File: src/rtl/fcell_pkg.sv
package fcell_pkg;

    localparam logic [3:0] VIEW_CTRL = 4'd1;
    localparam logic [3:0] VIEW_WAIT = 4'd2;
    localparam logic [3:0] VIEW_TRY  = 4'd3;

    localparam int POS_DEPTH = 28;
    localparam int POS_CNT   = 18;
    localparam int POS_QTYPE = 17;
    localparam int POS_TRAP  = 16;
    localparam int POS_FULL  = 1;
    localparam int POS_EMPTY = 0;

    typedef struct packed {
        logic trap;
        logic empty;
        logic full;
    } cell_flags_t;

    typedef enum logic [1:0] {
        ACC_NONE,
        ACC_CTRL,
        ACC_QUEUE,
        ACC_BAD
    } acc_kind_e;

    function automatic logic [63:0] pack_tag(input logic [3:0] depth_code,
                                             input logic [7:0] count,
                                             input cell_flags_t fl);
        logic [63:0] w;
        w = '0;
        w[POS_DEPTH +: 4] = depth_code;
        w[POS_CNT +: 8]   = count;
        w[POS_QTYPE]      = 1'b1;
        w[POS_TRAP]       = fl.trap;
        w[POS_FULL]       = fl.full;
        w[POS_EMPTY]      = fl.empty;
        return w;
    endfunction

    function automatic acc_kind_e classify(input logic valid, input logic [3:0] view);
        if (!valid)                               return ACC_NONE;
        if (view == VIEW_CTRL)                    return ACC_CTRL;
        if (view == VIEW_WAIT || view == VIEW_TRY) return ACC_QUEUE;
        return ACC_BAD;
    endfunction

endpackage

File: src/rtl/cell_store.sv
module cell_store #(
    parameter int DEPTH  = 8,
    parameter int DATA_W = 64,
    localparam int IDX_W = $clog2(DEPTH),
    localparam int CNT_W = $clog2(DEPTH + 1)
) (
    input  logic              clk,
    input  logic              rst,
    input  logic              push,
    input  logic              pop,
    input  logic              clear_cnt,
    input  logic [DATA_W-1:0] wdata,
    output logic [DATA_W-1:0] head,
    output logic [CNT_W-1:0]  count
);
    logic [DATA_W-1:0] slots [DEPTH];
    logic [IDX_W-1:0]  rd_pos;
    logic [IDX_W-1:0]  wr_pos;

    assign wr_pos = rd_pos + count[IDX_W-1:0];
    assign head   = slots[rd_pos];

    always_ff @(posedge clk) begin
        if (push) slots[wr_pos] <= wdata;
    end

    always_ff @(posedge clk) begin
        if (rst) begin
            rd_pos <= '0;
            count  <= '0;
        end else if (clear_cnt) begin
            count <= '0;
        end else if (pop) begin
            rd_pos <= rd_pos + 1'b1;
            count  <= count - 1'b1;
        end else if (push) begin
            count <= count + 1'b1;
        end
    end

    p_count_bound_r5: assert property (@(posedge clk) disable iff (rst)
        count <= CNT_W'(DEPTH));
    p_op_exclusive_r4: assert property (@(posedge clk) disable iff (rst)
        $onehot0({push, pop, clear_cnt}));
    p_no_pop_empty_r6: assert property (@(posedge clk) disable iff (rst)
        pop |-> count != '0);
endmodule

File: src/rtl/cell_waiters.sv
module cell_waiters #(
    parameter int WAITERS = 8,
    localparam int ID_W = (WAITERS > 1) ? $clog2(WAITERS) : 1
) (
    input  logic               clk,
    input  logic               rst,
    input  logic               add_en,
    input  logic [ID_W-1:0]    add_id,
    input  logic               flush,
    output logic [WAITERS-1:0] mask
);
    always_ff @(posedge clk) begin
        if (rst)         mask <= '0;
        else if (flush)  mask <= '0;
        else if (add_en) mask <= mask | (WAITERS'(1) << add_id);
    end

    p_waiter_recorded_r7: assert property (@(posedge clk) disable iff (rst)
        add_en && !flush |=> mask[$past(add_id)]);
    p_flush_empties_r9: assert property (@(posedge clk) disable iff (rst)
        flush |=> mask == '0);
endmodule

File: src/rtl/fifo_comm_cell.sv
module fifo_comm_cell
    import fcell_pkg::*;
#(
    parameter int DEPTH   = 8,
    parameter int DATA_W  = 64,
    parameter int WAITERS = 8,
    localparam int ID_W   = (WAITERS > 1) ? $clog2(WAITERS) : 1,
    localparam int CNT_W  = $clog2(DEPTH + 1),
    localparam logic [3:0] DEPTH_CODE = 4'($clog2(DEPTH))
) (
    input  logic               clk,
    input  logic               rst,
    input  logic               req_valid,
    input  logic               req_write,
    input  logic [3:0]         req_view,
    input  logic [ID_W-1:0]    req_id,
    input  logic [DATA_W-1:0]  req_wdata,
    output logic               rsp_valid,
    output logic               rsp_retry,
    output logic [DATA_W-1:0]  rsp_rdata,
    output logic [WAITERS-1:0] wake_mask
);
    cell_flags_t        flags;
    cell_flags_t        flags_nx;
    acc_kind_e          kind;
    logic               blocking;
    logic               stall;
    logic               done_q;
    logic               do_push;
    logic               do_pop;
    logic               clr_cnt;
    logic [CNT_W-1:0]   count;
    logic [CNT_W-1:0]   cnt_after;
    logic [DATA_W-1:0]  head;
    logic [WAITERS-1:0] waiters;
    logic [DATA_W-1:0]  rdata_nx;
    logic [63:0]        tag_word;

    assign kind     = classify(req_valid, req_view);
    assign blocking = (req_view == VIEW_WAIT);
    assign stall    = (kind == ACC_QUEUE) && blocking &&
                      (req_write ? flags.full : flags.empty);
    assign done_q   = (kind == ACC_QUEUE) && !stall;
    assign do_pop   = done_q && !req_write && (count != '0);
    assign do_push  = done_q && req_write && (count != CNT_W'(DEPTH));
    assign clr_cnt  = (kind == ACC_CTRL) && req_write && req_wdata[POS_EMPTY];
    assign tag_word = pack_tag(DEPTH_CODE, 8'(count), flags);

    always_comb begin
        cnt_after = count;
        if (do_pop)  cnt_after = count - 1'b1;
        if (do_push) cnt_after = count + 1'b1;
    end

    always_comb begin
        flags_nx = flags;
        if (kind == ACC_CTRL && req_write) begin
            flags_nx.trap  = req_wdata[POS_TRAP];
            flags_nx.empty = req_wdata[POS_EMPTY];
            flags_nx.full  = req_wdata[POS_FULL];
        end else if (kind == ACC_QUEUE && !req_write) begin
            flags_nx.full = 1'b0;
            if (!stall && cnt_after == '0) flags_nx.empty = 1'b1;
        end else if (kind == ACC_QUEUE && req_write) begin
            flags_nx.empty = 1'b0;
            if (!stall && cnt_after == CNT_W'(DEPTH)) flags_nx.full = 1'b1;
        end
    end

    always_comb begin
        rdata_nx = '0;
        if (!req_write) begin
            unique case (kind)
                ACC_CTRL:  rdata_nx = DATA_W'(tag_word);
                ACC_QUEUE: rdata_nx = do_pop ? head : '0;
                ACC_BAD:   rdata_nx = '1;
                default:   rdata_nx = '0;
            endcase
        end
    end

    cell_store #(.DEPTH(DEPTH), .DATA_W(DATA_W)) u_store (
        .clk(clk), .rst(rst), .push(do_push), .pop(do_pop),
        .clear_cnt(clr_cnt), .wdata(req_wdata), .head(head), .count(count)
    );

    cell_waiters #(.WAITERS(WAITERS)) u_wait (
        .clk(clk), .rst(rst), .add_en(stall), .add_id(req_id),
        .flush(done_q && (waiters != '0)), .mask(waiters)
    );

    always_ff @(posedge clk) begin
        if (rst) begin
            flags     <= '{trap: 1'b0, empty: 1'b1, full: 1'b0};
            rsp_valid <= 1'b0;
            rsp_retry <= 1'b0;
            rsp_rdata <= '0;
            wake_mask <= '0;
        end else begin
            flags     <= flags_nx;
            rsp_valid <= req_valid;
            rsp_retry <= stall;
            rsp_rdata <= rdata_nx;
            wake_mask <= done_q ? waiters : '0;
        end
    end

    p_rsp_follows_req_r11: assert property (@(posedge clk) disable iff (rst)
        req_valid |=> rsp_valid);
    p_rsp_single_r11: assert property (@(posedge clk) disable iff (rst)
        !req_valid |=> !rsp_valid);
    p_retry_only_blocking_r7: assert property (@(posedge clk) disable iff (rst)
        rsp_retry |-> $past(req_view) == VIEW_WAIT);
    p_wake_single_r9: assert property (@(posedge clk) disable iff (rst)
        (wake_mask != '0) |=> wake_mask == '0);
    p_full_set_r5: assert property (@(posedge clk) disable iff (rst)
        do_push && count == CNT_W'(DEPTH - 1) |=> flags.full);
    p_empty_set_r6: assert property (@(posedge clk) disable iff (rst)
        do_pop && count == CNT_W'(1) |=> flags.empty);
endmodule

File: config.mk
export PLATFORM = sky130hd
export DESIGN_NAME = fifo_comm_cell
export DESIGN_NICKNAME = d
export VERILOG_FILES = /design/src/rtl/fcell_pkg.sv /design/src/rtl/cell_store.sv /design/src/rtl/cell_waiters.sv /design/src/rtl/fifo_comm_cell.sv
export SDC_FILE = /design/constraint.sdc
export NUM_CORES = 1
export LEC_CHECK = 0
export BUFFER_PORTS_ARGS = -buffer_cell sky130_fd_sc_hd__clkbuf_2
export CAP_MARGIN = 10
export CORE_MARGIN = 2
export CORE_UTILIZATION = 60
export DETAILED_ROUTE_END_ITERATION = 7
export GPL_ROUTABILITY_DRIVEN = 1
export MAX_ROUTING_LAYER = met4
export PLACE_DENSITY = 0.86
export SYNTH_ARGS = -nofsm -noshare
export SYNTH_HDL_FRONTEND = slang
export SYNTH_SLANG_ARGS = --single-unit
File: constraint.sdc
create_clock -name clk -period 9.4 [get_ports clk]
set_input_delay 2.82 -clock clk [delete_from_list [all_inputs] [get_ports clk]]
set_output_delay 2.82 -clock clk [all_outputs]
set_load 0.02 [all_outputs]
==> flow_summary.yaml <==
timing:
  hold_viol_final: 0
  setup_tns_ns: 0
  rsz0062_at_grt: "no"
  finClkSkew_ns: 0.0214
  worst_pin_slew_ns: 1.12
  fin_crit_ns: 5.73
  slew_viol_final: 0
  max_freq_mhz: 175
  fin_crit_sh_pct: 60.9
  slew_headroom_pct: 25.2
  setup_viol: 0
route:
  drt-initial-drc-count: 1061
  drt_wl_total_mm: 47.3
  drtAntennaViolNets: 0
  firstDrtPassIters: 5
  avgViaCountPerCell: 6.20
  via_count: 11500
  drc: 0
  routedWlPerCell_um: 25.4
placed_design:
  routabilityCongestion: 0.860
  port_buffers: 148
  placed_area_um2: 24000
  dp_hpwl_mm: 23.7
final_layout:
  design_area_um2: 25900
  drive_above_1_share_pct: 34.9
  layout.nets: 1373
  multi_input_area_um2: 5150
  syn_to_final_growth_pct: 14.2
  fillers: 2302
  regArea_um2: 17300
synth:
  syn_nets: 1212
  avgSynthCellArea_um2: 20.1
  yosysTopAreaCell: "edfxtp_1"
  synth_top_flop_cell: "edfxtp_1"
  seq_area_frac_synth_pct: 76.1
  synth-edff-count: 512
  ys_warn_count: 0
  synth_top_area_share_pct: 67.8
  synth.area.top_cells: "edfxtp_1 68%, mux4_2 13%, dfxtp_1 8.4%, mux2_2 3.2%, a21oi_1 1.5%"
  synth_cell_types: 53
  yosysMostFrequentCell: "edfxtp_1"
  synthArstFlopShare_pct: 0
  synth_seq_cells: 607
  netlist_area_um2: 22700
  synth_cells: 1130
  synth_common_cells: "512 x edfxtp_1, 128 x mux4_2, 95 x dfxtp_1"
floorplanning:
  dieArea_um2: 39400
  io_pins: 149
  die_w_um: 198
  die_h_um: 198
  core_area_um2: 37500
  start_util_pct: 60.5
  fp-row-count: 71
setup_path:
  cp-end-kind: "register"
  rrSetupSlack_ns: 5.59
  path_class: "in2reg"
  endpoint: "flags[1]$_SDFFE_PP1P_"
  path_max_fanout: 74
  worstPathArrival_ns: 6.25
  crit_slowest_cell: "and4_4"
  critPathBufInv: 1
  max_stage_delay_ns: 1.08
  cp.depth: 9
  rr_endpoint: "u_store.slots[7][34]$_DFFE_PP_"
  worst_setup_path_start_kind: "primary input"
  cp.required_ns: 9.93
  path_cells: "clkbuf_2 -> nor4bb_1 -> and4_4 -> ha_1 -> nand4bb_1 -> o31a_1 -> o221ai_1 -> a41oi_1 -> mux2i_1"
  worstRegToRegCells: 7
  startpoint: "req_valid"
  crit_family: "simple AND/OR/NAND/NOR gates"
  r2r-start: "u_store.count[0]$_SDFFE_PP0P_"
power_and_ir_drop:
  power_density_nw_per_um2: 208
  p_leak_nw: 8.41
  power_mw: 5.38
  vdd_ir_drop_max_v: 0.000231
cts:
  clk_pin_slew_ns: 0.06
  clk_latency_ns: 0.62
  cts_resized: 0
  clock_sinks: 607
  htree_num_levels: 2
  ctsHoldBuffers: 0
  ctsLongestPathBuffers: 3
  cts_made_buffers: 57
  cts_root_buf: "clkbuf_16"
  cts_tree: "done"
  postCtsSetupBuffers: 0
global_routing:
  grt_usage_pct: 25.6
  grt_overflow: 0
  grt_first_pass_wirelength_mm: 71.4
  antenna_found_initial: 6
  grt_pass1_vias: 11800
  grt_max_degree: 75
run:
  maxCapViolCount: 0
status:
  status: "finished, final reports clean"
min_path:
  hold_path_class: "reg2reg"
[stage by stage]
| stage | setup slack, ns | std cells | hold WS (ns) | utilization (%) |
|---|---|---|---|---|
| after floorplan | 0.618 | 1130 | 0.436 | - |
| after global placement | 3.27 | 1743 | 0.453 | 63.9 |
| after detailed placement | 3.11 | 1743 | 0.451 | 63.9 |
| after CTS | 3.70 | 1851 | 0.459 | 69.1 |
| after global routing | 3.42 | 1857 | 0.501 | 69.1 |
| final | 3.67 | 1857 | 0.460 | 69.1 |
[worst min-delay path by stage]
stage               cells after the start                 endpoint                   startpoint  slack, ns
floorplan                               2    flags[2]$_SDFFE_PP0P_        flags[2]$_SDFFE_PP0P_       0.44
global route                            1  wake_mask[3]$_SDFF_PP0_  u_wait.mask[3]$_SDFFE_PP0P_       0.50
finish                                  2    flags[2]$_SDFFE_PP0P_        flags[2]$_SDFFE_PP0P_       0.46
CTS                                     2    flags[2]$_SDFFE_PP0P_        flags[2]$_SDFFE_PP0P_       0.46
global placement                        2    flags[2]$_SDFFE_PP0P_        flags[2]$_SDFFE_PP0P_       0.45
detailed placement                      2    flags[2]$_SDFFE_PP0P_        flags[2]$_SDFFE_PP0P_       0.45
[worst register-to-register path, cell delays in order, from the launching register on]
cell and delay [ns]:
dfxtp_1 0.53, inv_1 0.14, ha_1 0.29, and3b_1 0.25
a2111oi_4 0.41, nand2_1 0.34, nor2_4 0.65, buf_4 0.77
[layout by cell type, fill, tap and decap left out, types with 5 or more instances in the layout]
cell type  Yosys  final
edfxtp_1     512    512
clkbuf_2       0    148
mux4_2       128    128
dfxtp_1       95     92
a21oi_1       70     70
nand2_1       68     66
mux2_2        64     64
clkbuf_16      0     57
nor2_1        30     26
buf_4          4     16
clkinv_2       0     15
and2_1        12     12
clkinv_1       0      9
bufinv_16      0      8
a221oi_1       7      7
inv_1          7      7
clkbuf_1      22      7
diode_2        0      6
ha_1           6      6
mux2i_1        5      5
[report_power, final]
part | switching (mW) | internal (mW) | leakage [nW]
clock | 0.990 | 1.36 | 0.946
sequential | 0.00456 | 2.92 | 5.38
combinational | 0.0721 | 0.0292 | 2.09
[kinds of logic (layout without fill, tap and decap cells)]
logic type      count (synthesis)  in the layout  synth area share (%)
buf+inv                        69            279                  1.43
other cells                     0              6                     0
fa+ha+maj                       7              7                 0.419
xor+xnor                        7              7                 0.270
flops                         607            607                  76.1
simple gates                  142            142                  2.92
mux                           197            197                  16.1
compound gates                101            101                  2.72
[metal layers]
layer	vias up	wire [um]	track usage, %
met5	-	0	-
met4	0	1230	8.10
met3	95	3840	5.34
met2	598	23600	40.7
met1	5931	18600	33.7
li1	4887	-	-
[flip-flops by register name, indices dropped and copies added (netlist names), named ones only]
register and count:
u_wait.mask 8, u_store.count 4, u_store.rd_pos 3, rsp_retry 1, rsp_rdata 64, wake_mask 8
flags 3, rsp_valid 1, u_store.slots 512
[cell type report]
| class | instances | share of cell area (%) |
|---|---|---|
| clock buffer | 67 | 5.77 |
| inverter | 7 | 0.101 |
| clock inverter | 41 | 1.68 |
| sequential | 607 | 66.7 |
| multi-input combinational | 454 | 19.9 |
| tap | 511 | 2.47 |
| timing repair buffer | 164 | 3.32 |
| antenna | 6 | 0.0579 |
Power figures use the tool's default switching activity.
